===== src/rtl/nloop_accum_pkg.sv =====
package nloop_accum_pkg;

  typedef enum logic [2:0] {
    ST_IDLE = 3'd0,
    ST_ADD  = 3'd1,
    ST_TSTB = 3'd2,
    ST_TSTC = 3'd3,
    ST_OUT  = 3'd4
  } nla_state_e;

  typedef struct packed {
    logic ld_a;     // write accumulator
    logic sel_sum;  // 1: adder result, 0: x operand
    logic ld_b;     // load inner counter
    logic inc_b;    // step inner counter
    logic ld_c;     // load outer counter
    logic inc_c;    // step outer counter
    logic ld_u;     // capture result
  } nla_ctrl_t;

endpackage


===== src/rtl/nla_counter.sv =====
module nla_counter #(
  parameter int W = 8
) (
  input  logic         clk,
  input  logic         rst_n,
  input  logic         ld,
  input  logic         inc,
  input  logic [W-1:0] d,
  output logic [W-1:0] q,
  output logic         msb
);

  localparam logic [W-1:0] ONE = W'(1);

  logic [W-1:0] cnt_q;

  always_ff @(posedge clk or negedge rst_n) begin
    if (!rst_n) begin
      cnt_q <= '0;
    end else if (ld) begin
      cnt_q <= d;
    end else if (inc) begin
      cnt_q <= cnt_q + ONE;
    end
  end

  assign q   = cnt_q;
  assign msb = cnt_q[W-1];

  AST_CNT_STEP: assert property (@(posedge clk) disable iff (!rst_n)
    (inc && !ld) |=> cnt_q == W'($past(cnt_q) + ONE));

  AST_CNT_HOLD: assert property (@(posedge clk) disable iff (!rst_n)
    (!inc && !ld) |=> $stable(cnt_q));

endmodule


===== src/rtl/nla_datapath.sv =====
module nla_datapath
  import nloop_accum_pkg::*;
#(
  parameter int W = 8
) (
  input  logic         clk,
  input  logic         rst_n,
  input  nla_ctrl_t    ctl,
  input  logic [W-1:0] x_in,
  input  logic [W-1:0] y_in,
  input  logic [W-1:0] z_in,
  output logic         b_msb,
  output logic         c_msb,
  output logic [W-1:0] u_out
);

  logic [W-1:0] a_q;
  logic [W-1:0] b_val;
  logic [W-1:0] c_val;
  logic [W-1:0] sum;
  logic [W-1:0] a_next;
  logic [W-1:0] u_q;

  // adder and accumulator input mux
  assign sum    = a_q + b_val;
  assign a_next = ctl.sel_sum ? sum : x_in;

  always_ff @(posedge clk or negedge rst_n) begin
    if (!rst_n) begin
      a_q <= '0;
    end else if (ctl.ld_a) begin
      a_q <= a_next;
    end
  end

  nla_counter #(.W(W)) b_cnt_i (
    .clk   (clk),
    .rst_n (rst_n),
    .ld    (ctl.ld_b),
    .inc   (ctl.inc_b),
    .d     (y_in),
    .q     (b_val),
    .msb   (b_msb)
  );

  nla_counter #(.W(W)) c_cnt_i (
    .clk   (clk),
    .rst_n (rst_n),
    .ld    (ctl.ld_c),
    .inc   (ctl.inc_c),
    .d     (z_in),
    .q     (c_val),
    .msb   (c_msb)
  );

  always_ff @(posedge clk or negedge rst_n) begin
    if (!rst_n) begin
      u_q <= '0;
    end else if (ctl.ld_u) begin
      u_q <= a_q;
    end
  end

  assign u_out = u_q;

  AST_ACC_SUM: assert property (@(posedge clk) disable iff (!rst_n)
    (ctl.ld_a && ctl.sel_sum) |=> a_q == W'($past(a_q) + $past(b_val)));

  AST_ACC_LOAD: assert property (@(posedge clk) disable iff (!rst_n)
    (ctl.ld_a && !ctl.sel_sum) |=> a_q == $past(x_in));

  AST_U_HOLD: assert property (@(posedge clk) disable iff (!rst_n)
    !ctl.ld_u |=> $stable(u_q));

endmodule


===== src/rtl/nla_ctrl.sv =====
module nla_ctrl
  import nloop_accum_pkg::*;
(
  input  logic      clk,
  input  logic      rst_n,
  input  logic      start,
  input  logic      b_msb,
  input  logic      c_msb,
  output nla_ctrl_t ctl,
  output logic      idle,
  output logic      done
);

  nla_state_e state_q;
  nla_state_e state_d;
  logic       done_q;
  logic       done_d;

  always_comb begin
    state_d = state_q;
    done_d  = done_q;
    ctl     = '0;
    unique case (state_q)
      ST_IDLE: begin
        if (start) begin
          ctl.ld_a    = 1'b1;
          ctl.sel_sum = 1'b0;
          ctl.ld_b    = 1'b1;
          ctl.ld_c    = 1'b1;
          done_d      = 1'b0;
          state_d     = ST_ADD;
        end
      end
      ST_ADD: begin
        ctl.ld_a    = 1'b1;
        ctl.sel_sum = 1'b1;
        state_d     = ST_TSTB;
      end
      ST_TSTB: begin
        // test uses the counter value before this edge's step
        ctl.inc_b = 1'b1;
        state_d   = b_msb ? ST_TSTC : ST_ADD;
      end
      ST_TSTC: begin
        ctl.inc_c = 1'b1;
        state_d   = c_msb ? ST_OUT : ST_ADD;
      end
      ST_OUT: begin
        ctl.ld_u = 1'b1;
        done_d   = 1'b1;
        state_d  = ST_IDLE;
      end
      default: begin
        state_d = ST_IDLE;
      end
    endcase
  end

  always_ff @(posedge clk or negedge rst_n) begin
    if (!rst_n) begin
      state_q <= ST_IDLE;
      done_q  <= 1'b0;
    end else begin
      state_q <= state_d;
      done_q  <= done_d;
    end
  end

  assign idle = (state_q == ST_IDLE);
  assign done = done_q;

  AST_ACCEPT_CLR: assert property (@(posedge clk) disable iff (!rst_n)
    (idle && start) |=> (!done_q && state_q == ST_ADD));

  AST_BUSY_NO_LOAD: assert property (@(posedge clk) disable iff (!rst_n)
    !idle |-> (!ctl.ld_b && !ctl.ld_c && !(ctl.ld_a && !ctl.sel_sum)));

  AST_ONE_ACTION: assert property (@(posedge clk) disable iff (!rst_n)
    $onehot0({ctl.inc_b, ctl.inc_c, ctl.ld_u, ctl.sel_sum}));

  AST_INNER_BACK: assert property (@(posedge clk) disable iff (!rst_n)
    (state_q == ST_TSTB && !b_msb) |=> state_q == ST_ADD);

  AST_OUTER_BACK: assert property (@(posedge clk) disable iff (!rst_n)
    (state_q == ST_TSTC && !c_msb) |=> state_q == ST_ADD);

  AST_FINISH: assert property (@(posedge clk) disable iff (!rst_n)
    (state_q == ST_OUT) |=> (done_q && idle));

endmodule


===== src/rtl/nloop_accum.sv =====
module nloop_accum
  import nloop_accum_pkg::*;
#(
  parameter int W = 8
) (
  input  logic         clk,
  input  logic         rst_n,
  input  logic         start,
  output logic         in_ready,
  input  logic [W-1:0] x_in,
  input  logic [W-1:0] y_in,
  input  logic [W-1:0] z_in,
  output logic [W-1:0] u_out,
  output logic         done
);

  nla_ctrl_t ctl;
  logic      b_msb;
  logic      c_msb;
  logic      idle;

  nla_ctrl ctrl_i (
    .clk   (clk),
    .rst_n (rst_n),
    .start (start),
    .b_msb (b_msb),
    .c_msb (c_msb),
    .ctl   (ctl),
    .idle  (idle),
    .done  (done)
  );

  nla_datapath #(.W(W)) dp_i (
    .clk   (clk),
    .rst_n (rst_n),
    .ctl   (ctl),
    .x_in  (x_in),
    .y_in  (y_in),
    .z_in  (z_in),
    .b_msb (b_msb),
    .c_msb (c_msb),
    .u_out (u_out)
  );

  assign in_ready = idle;

  AST_IDLE_HOLD: assert property (@(posedge clk) disable iff (!rst_n)
    (in_ready && !start) |=> (in_ready && $stable(u_out) && $stable(done)));

  AST_ACCEPT_BUSY: assert property (@(posedge clk) disable iff (!rst_n)
    (in_ready && start) |=> (!in_ready && !done));

endmodule


===== config.mk =====
export PLATFORM = sky130hd
export DESIGN_NAME = nloop_accum
export DESIGN_NICKNAME = d
export VERILOG_FILES = /design/src/rtl/nloop_accum_pkg.sv /design/src/rtl/nla_counter.sv /design/src/rtl/nla_datapath.sv /design/src/rtl/nla_ctrl.sv /design/src/rtl/nloop_accum.sv
export SDC_FILE = /design/constraint.sdc
export NUM_CORES = 1
export LEC_CHECK = 0
export BUFFER_PORTS_ARGS = -buffer_cell sky130_fd_sc_hd__buf_2
export CORE_MARGIN = 1.5
export CORE_UTILIZATION = 60
export DETAILED_ROUTE_END_ITERATION = 8
export PLACE_DENSITY = 0.92
export SYNTH_ARGS = -nofsm -noshare
export SYNTH_HDL_FRONTEND = slang
export SYNTH_HIERARCHICAL = 1
export SYNTH_SLANG_ARGS = --single-unit

===== constraint.sdc =====
create_clock -name clk -period 5 [get_ports clk]
set_clock_uncertainty 0.2 [all_clocks]
set_input_delay 0.5 -clock clk [delete_from_list [all_inputs] [get_ports clk]]
set_output_delay 0.5 -clock clk [all_outputs]
set_load 0.02 [all_outputs]

# Word level (Yosys, flattened, before mapping)
# Cells that the tools add are included.
classes:
  addsub: 3
  eq_ne: 5
  mux: 19
  n_reduce_logical: 5
ops:
  columns: ["cell", "n"]
  rows:
  - ["8-bit 2-to-1 mux", 5]
  - ["8-bit by 1-bit adder with 8-bit output, second input constant", 2]
  - ["3-bit case mux with 4 select lines", 1]
  - ["3-bit 2-to-1 mux", 3]
  - ["8-bit adder", 1]
  - ["1-bit 2-to-1 mux", 7]
  - ["3-bit by 2-bit == test with 1-bit output, second input constant", 2]
  - ["2-bit nonzero test", 3]
  - ["2-bit case mux with 2 select lines", 1]
  - ["3-bit by 1-bit == test with 1-bit output, second input constant", 1]
  - ["3-bit == test, second input constant", 1]
  - ["3-bit logical NOT", 1]
  - ["2-bit 2-to-1 mux", 1]
  - ["2-bit inequality test, second input constant", 1]
  - ["1-bit case mux with 2 select lines", 1]
  - ["2-bit AND reduction", 1]
totals:
  ff_bits: 36
  in_bits: 27

# Logic depth before layout (Yosys ltp)
logic_depth:
  depth_word: 4
  ltp_mapped: 8
  ltp_nobuf: 8

# Modules after synthesis
# The synthesis kept the hierarchy.
modules_own_cells:
  columns: ["mod", "n_inst", "cells_per_inst", "area_per_inst_um2", "seq_area_each_um2"]
  rows:
  - ["nla_datapath", 1, 95, 1008.5, 400.4]
  - ["nla_counter", 2, 50, 457.9, 200.2]
  - ["nla_ctrl", 1, 26, 251.5, 100.1]

# Worst setup path after synthesis
# Ideal clock, no wire load.
synth_timing:
  path_type: "flip-flop to flip-flop"
  startpoint: "register dp_i.b_cnt_i.cnt_q[0] (netlist: dp_i/b_cnt_i/q[0])"
  endpoint: "register dp_i.a_q[6]"
  setup_ns: 0.127
  arrival_ns: 1.578
  setup_slack_ns: 3.095
  path_stages_with_launch: 9
  n_path_buf: 0
  period_less_slack_ns: 1.905
  path_cell_list: "dfrtp_1 > ha_1 > inv_1 > fa_1 > nor2b_1 > o31a_2 > o21ai_1 > a21oi_1 > nand3b_1"
synth_via:
  elab_chain_len: 2
synth_lines:
  columns: ["item", "line", "text"]
  rows:
  - ["start, declared", "nla_counter.sv:15", "logic [W-1:0] cnt_q;"]
  - ["start signal, assigned", "nla_counter.sv:23", "cnt_q <= cnt_q + ONE;"]
  - ["8-bit adder", "nla_datapath.sv:25", "assign sum = a_q + b_val;"]
  - ["8-bit 2-to-1 mux", "nla_datapath.sv:26", "assign a_next = ctl.sel_sum ? sum : x_in;"]
  - ["end signal, assigned", "nla_datapath.sv:32", "a_q <= a_next;"]
  - ["end, declared", "nla_datapath.sv:17", "logic [W-1:0] a_q;"]
# Every way passes these cells.
# A chain may end at the register's enable or synchronous reset.

==> run_results.csv <==
group,metric,value,unit
setup_path,crit_path_max_incr_delay,0.82,ns
final_layout,num_antenna_cells,0,
power,switchingPower,0.0007625,W
clock_network,postCtsSetupBuffers,0,
clock_network,numCtsBuffers,5,
clock_network,cts_tree,"yes",
setup_path,cp.arrival,2.56,ns
outcome,outcome,"completed",
clock_network,clk_pin_slew,0.12,ns
power,p_comb_share,52.2,%
yosys,syn_avg_cell_area,9.856,um^2
timing,tightestPinTransition,1.030,ns
grt,grt_start_max_net_pins,37,
timing,hold_violations,0,
setup_path,required,5.09,ns
drt,num_vias,1690,
clock_network,clockBufferDepth,2,
die,die_w,63.12,um
power,p_clk_share,12.2,%
final_layout,ff_latch_area,900.9,um^2
place,gp_congestion,0.8331,
final_layout,final_cells,295,
setup_path,end_kind,"flip-flop",
final_layout,fillers,262,
timing,final-setup-viol-count,0,
worst_hold_path,hp-class,"in2async",
final_layout,multi_input_area,0.001170,mm^2
timing,rsz0062_at_grt,"false",
power,intPower,0.0009542,W
timing,fin_setup_tns,0,ns
yosys,syn-cell-area,0.002168,mm^2
drt,detail_route.wirelength,4.332,mm
setup_path,worst-r2r-setup-slack,2.53,ns
grt,grt_first_pass_wirelength,7.341,mm
grt,antenna_found_initial,0,
timing,finalMaxSlewViolations,0,
setup_path,r2r-end,"dp_i/b_cnt_i/q[5]",
yosys,yosys_warnings,6,
setup_path,slowest_stage,"nor3b_1",
final_layout,fin_nets,285,
power,power.leakage,1.080,nW
clock_network,hold_buffers,0,
final_layout,synthToLayoutAreaGrowth,11.37,%
flow_run,maxCapViolCount,0,
clock_network,htreeDepth,2,
die,placeableCoreArea,0.003390,mm^2
yosys,syn_nets,257,
setup_path,reg2reg_depth,4,
power,p_sw_share,44.41,%
clock_network,post_cts_resized,0,
setup_path,r2r_start,"ctrl_i/state_q[1]",
die,dieArea,0.003984,mm^2
die,top_level_ports,37,
timing,max_clock_freq,404.5,MHz
timing,final.period_utilization,49.45,%
die,rows,21,
grt,grt_pass1_vias,1610,
power,irDropWorstVdd,0.3305,mV
power,power_frac_seq,35.6,%
drt,wire_per_inst,14.68,um
timing,relSlewSlack,30.93,%
place,dp_cells,287,
power,power.density,710.9,mW/mm^2
clock_network,cts_sinks,36,
place,dp_hpwl,3.124,mm
drt,viasPerCell,5.729,
setup_path,start_kind,"flip-flop",
drt,drt-initial-drc-count,103,
setup_path,crit_fanout,12,
setup_path,crit_chain,"nor3b_1 -> nand4_4 -> or4_1 -> nand3_1",
drt,route.detailed.drc,0,
die,initial_core_util,63.97,%
die,die_h,63.12,um
setup_path,crit_buf_inv,0,
setup_path,crit_type,"reg2reg",
grt,grt.overflow.total,0,
drt,antenna_left,0,
clock_network,clock_latency,0.36,ns
timing,period_minus_slack,2.472,ns
grt,track_usage,23.92,%
drt,drt-pass1-iter-count,4,
yosys,syn_inst,220,
clock_network,root_buffer,"clkbuf_4",
setup_path,critPathTopFamily,"simple AND/OR/NAND/NOR gates",
power,p_total,0.001717,W
final_layout,drive_above_1_share,24.50,%
place,port_buffers,36,
layer usage:
layer | GRT usage [%] | vias up | wire length [um]
met1 | 28.17 | 817 | 1917
met5 | 0 | - | 0
met3 | 5.357 | 7 | 133
li1 | - | 840 | -
met4 | 9.167 | 0 | 67
met2 | 42.29 | 26 | 2214
placed cells by master, fill, tap and decap left out, drive strengths merged, types with 3 or more instances in the layout:
| cell type | count |
|---|---|
| a21o | 3 |
| a21oi | 13 |
| buf | 37 |
| clkbuf | 5 |
| dfrtp | 36 |
| ha | 9 |
| inv | 5 |
| mux2 | 8 |
| mux2i | 10 |
| nand2 | 20 |
| nand3 | 12 |
| nand3b | 3 |
| nand4 | 6 |
| nor2 | 9 |
| nor2b | 8 |
| nor3 | 3 |
| nor3b | 3 |
| o21ai | 19 |
| or4 | 6 |
| xnor2 | 5 |
| xor2 | 6 |
registers in the layout (all words and copies together), names as in the netlist:
signal,cells
ctrl_i/done,1
ctrl_i/state_q,3
dp_i/a_q,8
dp_i/b_cnt_i/q,8
dp_i/c_cnt_i/q,8
dp_i/u_out,8
cell type report:
class	count	area share, %
multi-input combinational	163	48.45
inverter	5	0.7772
tap	46	2.383
timing repair buffer	37	7.772
sequential	36	37.31
clock buffer	5	1.554
clock inverter	3	1.762
worst reg2reg max path, cell delays in order, from the launching register on:
cell and delay [ns]:
dfrtp_1 0.59, nor3b_1 0.82, nand4_4 0.19, or4_1 0.51
nand3_1 0.10
worst max path at each step:
stage | end | startpoint | slack [ns] | depth (start not counted)
finish | dp_i/b_cnt_i/q[5] | ctrl_i/state_q[1] | 2.53 | 4
floorplan | dp_i/a_q[6] | dp_i/b_cnt_i/q[0] | 3.09 | 8
global placement | dp_i/b_cnt_i/q[5] | ctrl_i/state_q[1] | 2.69 | 4
detailed placement | dp_i/b_cnt_i/q[7] | ctrl_i/state_q[1] | 2.56 | 4
global route | dp_i/a_q[7] | ctrl_i/state_q[0] | 2.32 | 5
CTS | dp_i/b_cnt_i/q[7] | ctrl_i/state_q[1] | 2.55 | 4
power groups by stage:
stage | Sequential, W | Clock (W) | Combinational, W
after floorplan | 0.000594 | 0 | 0.000726
after global placement | 0.000602 | 0 | 0.000849
after detailed placement | 0.000613 | 0 | 0.000894
after CTS | 0.000608 | 0.000213 | 0.000901
after global routing | 0.000633 | 0.000228 | 0.00100
final | 0.000611 | 0.000209 | 0.000896
stage by stage:
stage	utilization (%)	cell area, um^2	hold slack, ns	setup WS, ns
after floorplan	-	2168	0.004409	3.095
after global placement	68.88	2335	0.2642	2.691
after detailed placement	68.88	2335	0.2649	2.565
after CTS	71.24	2415	0.02065	2.553
after global routing	71.24	2415	0.04460	2.322
final	71.24	2415	0.001238	2.528
Power figures use the tool's default switching activity.
